File: src/rtl/stsirq_pkg.sv
package stsirq_pkg;
  localparam int unsigned NUM_FLAGS = 5;
  localparam int unsigned NUM_STAT  = 4;
  localparam int unsigned WDATA_W   = NUM_FLAGS;

  // status bit positions
  localparam int unsigned ST_PON = 0;
  localparam int unsigned ST_V1  = 1;
  localparam int unsigned ST_V2  = 2;
  localparam int unsigned ST_SR  = 3;

  // flag bit positions
  localparam int unsigned FL_ALM = 0;
  localparam int unsigned FL_TMR = 1;
  localparam int unsigned FL_V1  = 2;
  localparam int unsigned FL_V2  = 3;
  localparam int unsigned FL_SR  = 4;

  typedef enum logic [1:0] {
    SEL_STATUS = 2'd0,
    SEL_FLAGS  = 2'd1,
    SEL_ENABLE = 2'd2,
    SEL_NONE   = 2'd3
  } wr_sel_e;
endpackage

File: src/rtl/stsirq_sticky_reg.sv
// Bank of write-0-to-clear bits. set_i wins over a clear in the same
// cycle; hold_set_i re-arms a bit only when it is not being cleared.
module stsirq_sticky_reg #(
  parameter int unsigned W = 4,
  parameter logic [W-1:0] RST_VAL = '0
) (
  input  logic         clk,
  input  logic         rst_n,
  input  logic [W-1:0] set_i,
  input  logic [W-1:0] hold_set_i,
  input  logic [W-1:0] clr_i,
  output logic [W-1:0] q_o,
  output logic [W-1:0] nxt_o
);
  function automatic logic [W-1:0] sticky_next(
    input logic [W-1:0] q, input logic [W-1:0] s,
    input logic [W-1:0] h, input logic [W-1:0] c);
    return s | (~c & (q | h));
  endfunction

  logic [W-1:0] q_r;

  assign nxt_o = sticky_next(q_r, set_i, hold_set_i, clr_i);

  always_ff @(posedge clk) begin
    if (!rst_n) q_r <= RST_VAL;
    else        q_r <= nxt_o;
  end

  assign q_o = q_r;

  // a set bit drops only when a clear hit it
  a_r5_clear_only_by_write: assert property (@(posedge clk) disable iff (!rst_n)
    1'b1 |=> ((($past(q_o) & ~$past(clr_i)) & ~q_o) == '0));

  // a set event always leaves the bit at 1
  a_r9_set_wins: assert property (@(posedge clk) disable iff (!rst_n)
    1'b1 |=> (($past(set_i) & ~q_o) == '0));

  // a bit rises only from a set source, never from a write
  a_r8_no_write_set: assert property (@(posedge clk) disable iff (!rst_n)
    1'b1 |=> ((q_o & ~$past(q_o) & ~$past(set_i | hold_set_i)) == '0));
endmodule

File: src/rtl/stsirq_en_reg.sv
module stsirq_en_reg #(
  parameter int unsigned W = 5
) (
  input  logic         clk,
  input  logic         rst_n,
  input  logic         load_i,
  input  logic [W-1:0] data_i,
  output logic [W-1:0] q_o
);
  always_ff @(posedge clk) begin
    if (!rst_n)      q_o <= '0;
    else if (load_i) q_o <= data_i;
  end
endmodule

File: src/rtl/stsirq_req_or.sv
module stsirq_req_or #(
  parameter int unsigned W = 5
) (
  input  logic [W-1:0] flags_i,
  output logic         req_o,
  output logic         req_n_o
);
  function automatic logic any_set(input logic [W-1:0] v);
    logic r;
    r = 1'b0;
    for (int i = 0; i < W; i++) r = r | v[i];
    return r;
  endfunction

  assign req_o   = any_set(flags_i);
  assign req_n_o = ~req_o;
endmodule

File: src/rtl/stsirq_ctrl.sv
module stsirq_ctrl
  import stsirq_pkg::*;
(
  input  logic                 clk,
  input  logic                 rst_n,
  input  logic                 alarm_hit_i,
  input  logic                 timer_zero_i,
  input  logic                 vlow1_i,
  input  logic                 vlow2_i,
  input  logic                 recov_rst_i,
  input  logic                 wr_en_i,
  input  logic [1:0]           wr_sel_i,
  input  logic [WDATA_W-1:0]   wr_data_i,
  output logic [NUM_STAT-1:0]  status_o,
  output logic [NUM_FLAGS-1:0] flags_o,
  output logic [NUM_FLAGS-1:0] enables_o,
  output logic                 irq_o,
  output logic                 irq_n_o
);
  localparam logic [NUM_STAT-1:0] STAT_RST = NUM_STAT'(1) << ST_PON;

  // named internal events
  logic                 wr_status, wr_flags, wr_enable;
  logic [NUM_STAT-1:0]  st_set, st_clr, st_q, st_nxt;
  logic [NUM_FLAGS-1:0] fl_set, fl_hold, fl_clr, fl_q, fl_nxt_unused;
  logic [NUM_FLAGS-1:0] en_q;

  function automatic logic [NUM_FLAGS-1:0] clear_mask(
    input logic hit, input logic [NUM_FLAGS-1:0] d);
    return hit ? ~d : '0;
  endfunction

  assign wr_status = wr_en_i && (wr_sel_i == SEL_STATUS);
  assign wr_flags  = wr_en_i && (wr_sel_i == SEL_FLAGS);
  assign wr_enable = wr_en_i && (wr_sel_i == SEL_ENABLE);

  // status events: power-on comes only from reset
  always_comb begin
    st_set         = '0;
    st_set[ST_V1]  = vlow1_i;
    st_set[ST_V2]  = vlow2_i;
    st_set[ST_SR]  = recov_rst_i;
  end
  assign st_clr = clear_mask(wr_status, wr_data_i)[NUM_STAT-1:0];

  stsirq_sticky_reg #(.W(NUM_STAT), .RST_VAL(STAT_RST)) u_status (
    .clk        (clk),
    .rst_n      (rst_n),
    .set_i      (st_set),
    .hold_set_i ('0),
    .clr_i      (st_clr),
    .q_o        (st_q),
    .nxt_o      (st_nxt)
  );

  // flag events gated by enables; condition-backed flags also re-arm
  // from the next-state status so a status clear stops them at once
  always_comb begin
    fl_set          = '0;
    fl_set[FL_ALM]  = alarm_hit_i;
    fl_set[FL_TMR]  = timer_zero_i;
    fl_set[FL_V1]   = st_set[ST_V1];
    fl_set[FL_V2]   = st_set[ST_V2];
    fl_set[FL_SR]   = st_set[ST_SR];
    fl_set          = fl_set & en_q;
    fl_hold         = '0;
    fl_hold[FL_V1]  = st_nxt[ST_V1];
    fl_hold[FL_V2]  = st_nxt[ST_V2];
    fl_hold[FL_SR]  = st_nxt[ST_SR];
    fl_hold         = fl_hold & en_q;
  end
  assign fl_clr = clear_mask(wr_flags, wr_data_i);

  stsirq_sticky_reg #(.W(NUM_FLAGS), .RST_VAL('0)) u_flags (
    .clk        (clk),
    .rst_n      (rst_n),
    .set_i      (fl_set),
    .hold_set_i (fl_hold),
    .clr_i      (fl_clr),
    .q_o        (fl_q),
    .nxt_o      (fl_nxt_unused)
  );

  stsirq_en_reg #(.W(NUM_FLAGS)) u_en (
    .clk    (clk),
    .rst_n  (rst_n),
    .load_i (wr_enable),
    .data_i (wr_data_i),
    .q_o    (en_q)
  );

  stsirq_req_or #(.W(NUM_FLAGS)) u_or (
    .flags_i (fl_q),
    .req_o   (irq_o),
    .req_n_o (irq_n_o)
  );

  assign status_o  = st_q;
  assign flags_o   = fl_q;
  assign enables_o = en_q;

  // alarm flag rises only from an enabled alarm pulse
  a_r2_alarm_gated: assert property (@(posedge clk) disable iff (!rst_n)
    $rose(flags_o[FL_ALM]) |-> $past(enables_o[FL_ALM] && alarm_hit_i));

  // a low-voltage-1 flag is never set without its status bit
  a_r7_v1_backed: assert property (@(posedge clk) disable iff (!rst_n)
    flags_o[FL_V1] && !$past(flags_o[FL_V1]) |-> status_o[ST_V1]);

  // request pins are complementary
  a_r3_pins_complement: assert property (@(posedge clk) disable iff (!rst_n)
    irq_o != irq_n_o);

  // enables change only on an enable write
  a_r10_en_stable: assert property (@(posedge clk) disable iff (!rst_n)
    !wr_enable |=> $stable(enables_o));
endmodule

File: config.mk
export PLATFORM = sky130hd
export DESIGN_NAME = stsirq_ctrl
export DESIGN_NICKNAME = d
export VERILOG_FILES = /design/src/rtl/stsirq_pkg.sv /design/src/rtl/stsirq_sticky_reg.sv /design/src/rtl/stsirq_en_reg.sv /design/src/rtl/stsirq_req_or.sv /design/src/rtl/stsirq_ctrl.sv
export SDC_FILE = /design/constraint.sdc
export NUM_CORES = 1
export LEC_CHECK = 0
export BUFFER_PORTS_ARGS = -buffer_cell sky130_fd_sc_hd__buf_2
export CAP_MARGIN = 20
export CORE_AREA = 4 4 44 46
export CTS_CLUSTER_DIAMETER = 80
export DETAILED_ROUTE_END_ITERATION = 10
export DIE_AREA = 0 0 48 50
export GPL_TIMING_DRIVEN = 0
export HOLD_SLACK_MARGIN = 0.15
export MAX_ROUTING_LAYER = met4
export PLACE_DENSITY = 0.72
export SYNTH_ARGS = -nofsm -noshare
export SYNTH_HDL_FRONTEND = slang
export SYNTH_SLANG_ARGS = --single-unit
File: constraint.sdc
create_clock -name clk -period 0.8 [get_ports clk]
set_input_delay 0.04 -clock clk [delete_from_list [all_inputs] [get_ports clk]]
set_output_delay 0.04 -clock clk [all_outputs]
set_load 0.01 [all_outputs]
==> flow_metrics.py <==
metrics = {
    "timing": {
        "tns_ns": -1.026,
        "setup_viol": 9,
        "hold_ws_ns": 0.09235,
        "fin_skew_ns": 0.0008568,
        "worst_pin_slew_ns": 0.3964,
        "rsz0062_at_grt": "true",
        "final-hold-violation-count": 0,
        "period_share_pct": 139.5,
        "max_slew_margin_pct": 73.58,
        "max_freq_ghz": 0.8958,
        "fin_ws_ns": -0.3163,
        "fin_crit_ns": 1.116,
        "maxSlewViolCount": 0,
    },
    "floorplanning": {
        "fp-row-count": 14,
        "die_width_um": 48,
        "die_h_um": 50,
        "coreArea_mm2": 0.001506,
        "die_area_mm2": 0.002400,
        "ios": 31,
        "initial_core_util_pct": 41.94,
    },
    "cells_and_area": {
        "layout-drive-gt1-share_pct": 57.27,
        "area_growth_pct": 77.82,
        "fin_cells": 126,
        "layout.nets": 126,
        "multiInputGateArea_um2": 351.6,
        "fillers": 105,
        "stdcell_area_mm2": 0.001124,
        "final_cell_mix": "17 x buf_6, 16 x buf_2, 11 x dfxtp_2",
        "antenna_cells": 0,
        "mostFrequentLayoutCell": "buf_6",
        "register_area_um2": 305.3,
        "fin_util_pct": 74.58,
    },
    "synthesis": {
        "yosys.area_share.adder_pct": 0,
        "syn_avg_cell_area_um2": 10.03,
        "synthTopCellsByArea": "dfxtp_1 44%, o311ai_1 8.3%, mux2i_1 7.9%, o31ai_2 5.9%, nor2b_1 5.0%",
        "synth.distinct_cells": 20,
        "synth_top_area_share_pct": 44.36,
        "yosysWarningCount": 0,
        "synth_seq_area_share_pct": 44.36,
        "synth_compound_area_share_pct": 27.33,
        "yosys_register_bits": 14,
        "synth.largest_area_cell": "dfxtp_1",
        "synthSimpleGateAreaFrac_pct": 14.85,
        "postSynthNetCount": 78,
        "synth_mux_area_share_pct": 7.921,
        "syn_area_um2": 631.9,
        "synth_top_family_by_area": "compound AO/OA/AOI/OAI gates",
        "netlist_instances": 63,
        "synthXorXnorAreaFrac_pct": 0,
    },
    "placed_design": {
        "port_buffers": 29,
        "dp.cells": 108,
        "globalplace.congestion": 0.7432,
        "placed_area_um2": 797.0,
        "place_ws_ns": -0.1158,
    },
    "detailed_routing": {
        "num_vias": 691,
        "routedWlPerCell_um": 14.94,
        "ant_nets": 0,
        "routed_wl_um": 1882,
        "drtPass1Iterations": 4,
        "drt_iter0_markers": 14,
        "avgViaCountPerCell": 5.484,
        "drc": 0,
    },
    "grt": {
        "grtUsageMet2_pct": 25.77,
        "grt.overflow.total": 0,
        "grtUsageMet3_pct": 2.182,
        "met1_usage_pct": 17.75,
        "antenna_found_initial": 0,
        "grt_usage_pct": 15.77,
        "grt_pass1_wl_um": 2684,
        "grt_pass1_vias": 639,
        "grt_max_degree": 11,
        "grt_busiest_layer": "met2",
    },
    "critical_path": {
        "crit_path_max_fanout": 3,
        "start_kind": "flip-flop",
        "worstSetupPathType": "flip-flop to output port",
        "cp_data_required_time_ns": 0.76,
        "worstPathArrival_ns": 1.08,
        "cp-end-kind": "output port",
    },
    "power_and_ir_drop": {
        "clkPwrFrac_pct": 31.5,
        "p_sw_share_pct": 25.86,
        "combPwrFrac_pct": 21.8,
        "power-per-cell-area_mw_per_mm2": 1439,
        "peakVddDrop_uv": 898.7,
        "p_int_mw": 1.198,
        "power_frac_seq_pct": 46.8,
        "p_leak_nw": 0.5081,
        "netSwitchingPower_mw": 0.4180,
        "finalPower_mw": 1.616,
    },
    "cts": {
        "numCtsBuffers": 3,
        "tritoncts": "built",
        "htreeDepth": 1,
        "path_clk_slew_ns": 0.09,
        "clk_latency_ns": 0.28,
        "clk_path_buf_depth": 2,
        "clock-sinks": 14,
        "root_buffer": "clkbuf_4",
    },
    "run": {
        "drv_cap": 0,
    },
    "outcome": {
        "status": "finished with violations",
        "violations": "negative setup slack",
    },
    "min_path": {
        "hold_path_class": "input pin to flip-flop",
    },
}
power groups by stage:
| stage | sequential [mW] | combinational [mW] | clock [mW] |
|---|---|---|---|
| after floorplan | 0.776 | 0.107 | 0 |
| after detailed placement | 0.764 | 0.234 | 0 |
| after global routing | 0.761 | 0.381 | 0.561 |
| final | 0.756 | 0.352 | 0.509 |
| after global placement | 0.762 | 0.232 | 0 |
| after CTS | 0.755 | 0.293 | 0.523 |
cell type report:
cell class	count	area share, %
tap	16	1.782
sequential	14	27.17
multi-input combinational	42	31.29
buffer	3	1.782
timing repair buffer	43	33.41
clock buffer	4	3.229
inverter	4	1.336
timing repair:
action,4_1_cts,5_1_grt
buffers inserted,2,2
pin swaps,2,9
endpoints found under the hold margin,14,9
resized for setup,21,21
hold buffers,10,3
setup endpoints to repair,16,25
metal layers:
layer / vias to the layer above / wire, um
met3: 4 / 111
met4: 0 / 31
met1: 329 / 760
li1: 333 / -
met5: - / 0
met2: 25 / 978
kinds of logic (layout without fill, tap and decap cells):
group,count (synthesis),in the layout
AO/OA/AOI/OAI,20,20
AND/OR/NAND/NOR,17,17
flip-flops,14,14
buffers and inverters,7,54
multiplexers,5,5
critical path, stage by stage, from the launching register on:
cell and delay, ns:
dfxtp_4 0.37, nor3_4 0.20, nand2_2 0.09, inv_2 0.05, buf_6 0.09
state kept, by name, summed over array words and instances (netlist names):
register      count
u_status.q_o      4
u_en.q_o          5
u_flags.q_o       5
cell usage after synthesis:
| cell | count |
|---|---|
| nand2_2 | 1 |
| nor2b_1 | 5 |
| inv_1 | 4 |
| nand3_1 | 3 |
| buf_2 | 1 |
| nand3b_2 | 1 |
| dfxtp_1 | 14 |
| o31ai_1 | 3 |
| mux2i_1 | 5 |
| nor2_1 | 1 |
| nand2b_1 | 1 |
| o311ai_1 | 6 |
| nor3_1 | 1 |
| a21boi_1 | 2 |
| nand2_1 | 4 |
| a21boi_0 | 3 |
| clkbuf_1 | 1 |
| buf_6 | 1 |
| o31ai_2 | 3 |
| o211ai_1 | 3 |
final timing paths:
check             cells after the start  slack, ns              end           start
setup / recovery                      4      -0.32          irq_n_o  u_flags.q_o[3]
hold / removal                        2       0.09  u_status.q_o[0]           rst_n
setup reg to reg                      3       0.02   u_flags.q_o[1]  u_flags.q_o[1]
hold reg to reg                       2       0.49   u_flags.q_o[1]     u_en.q_o[1]
No activity file was read; power rests on OpenSTA's default activity.
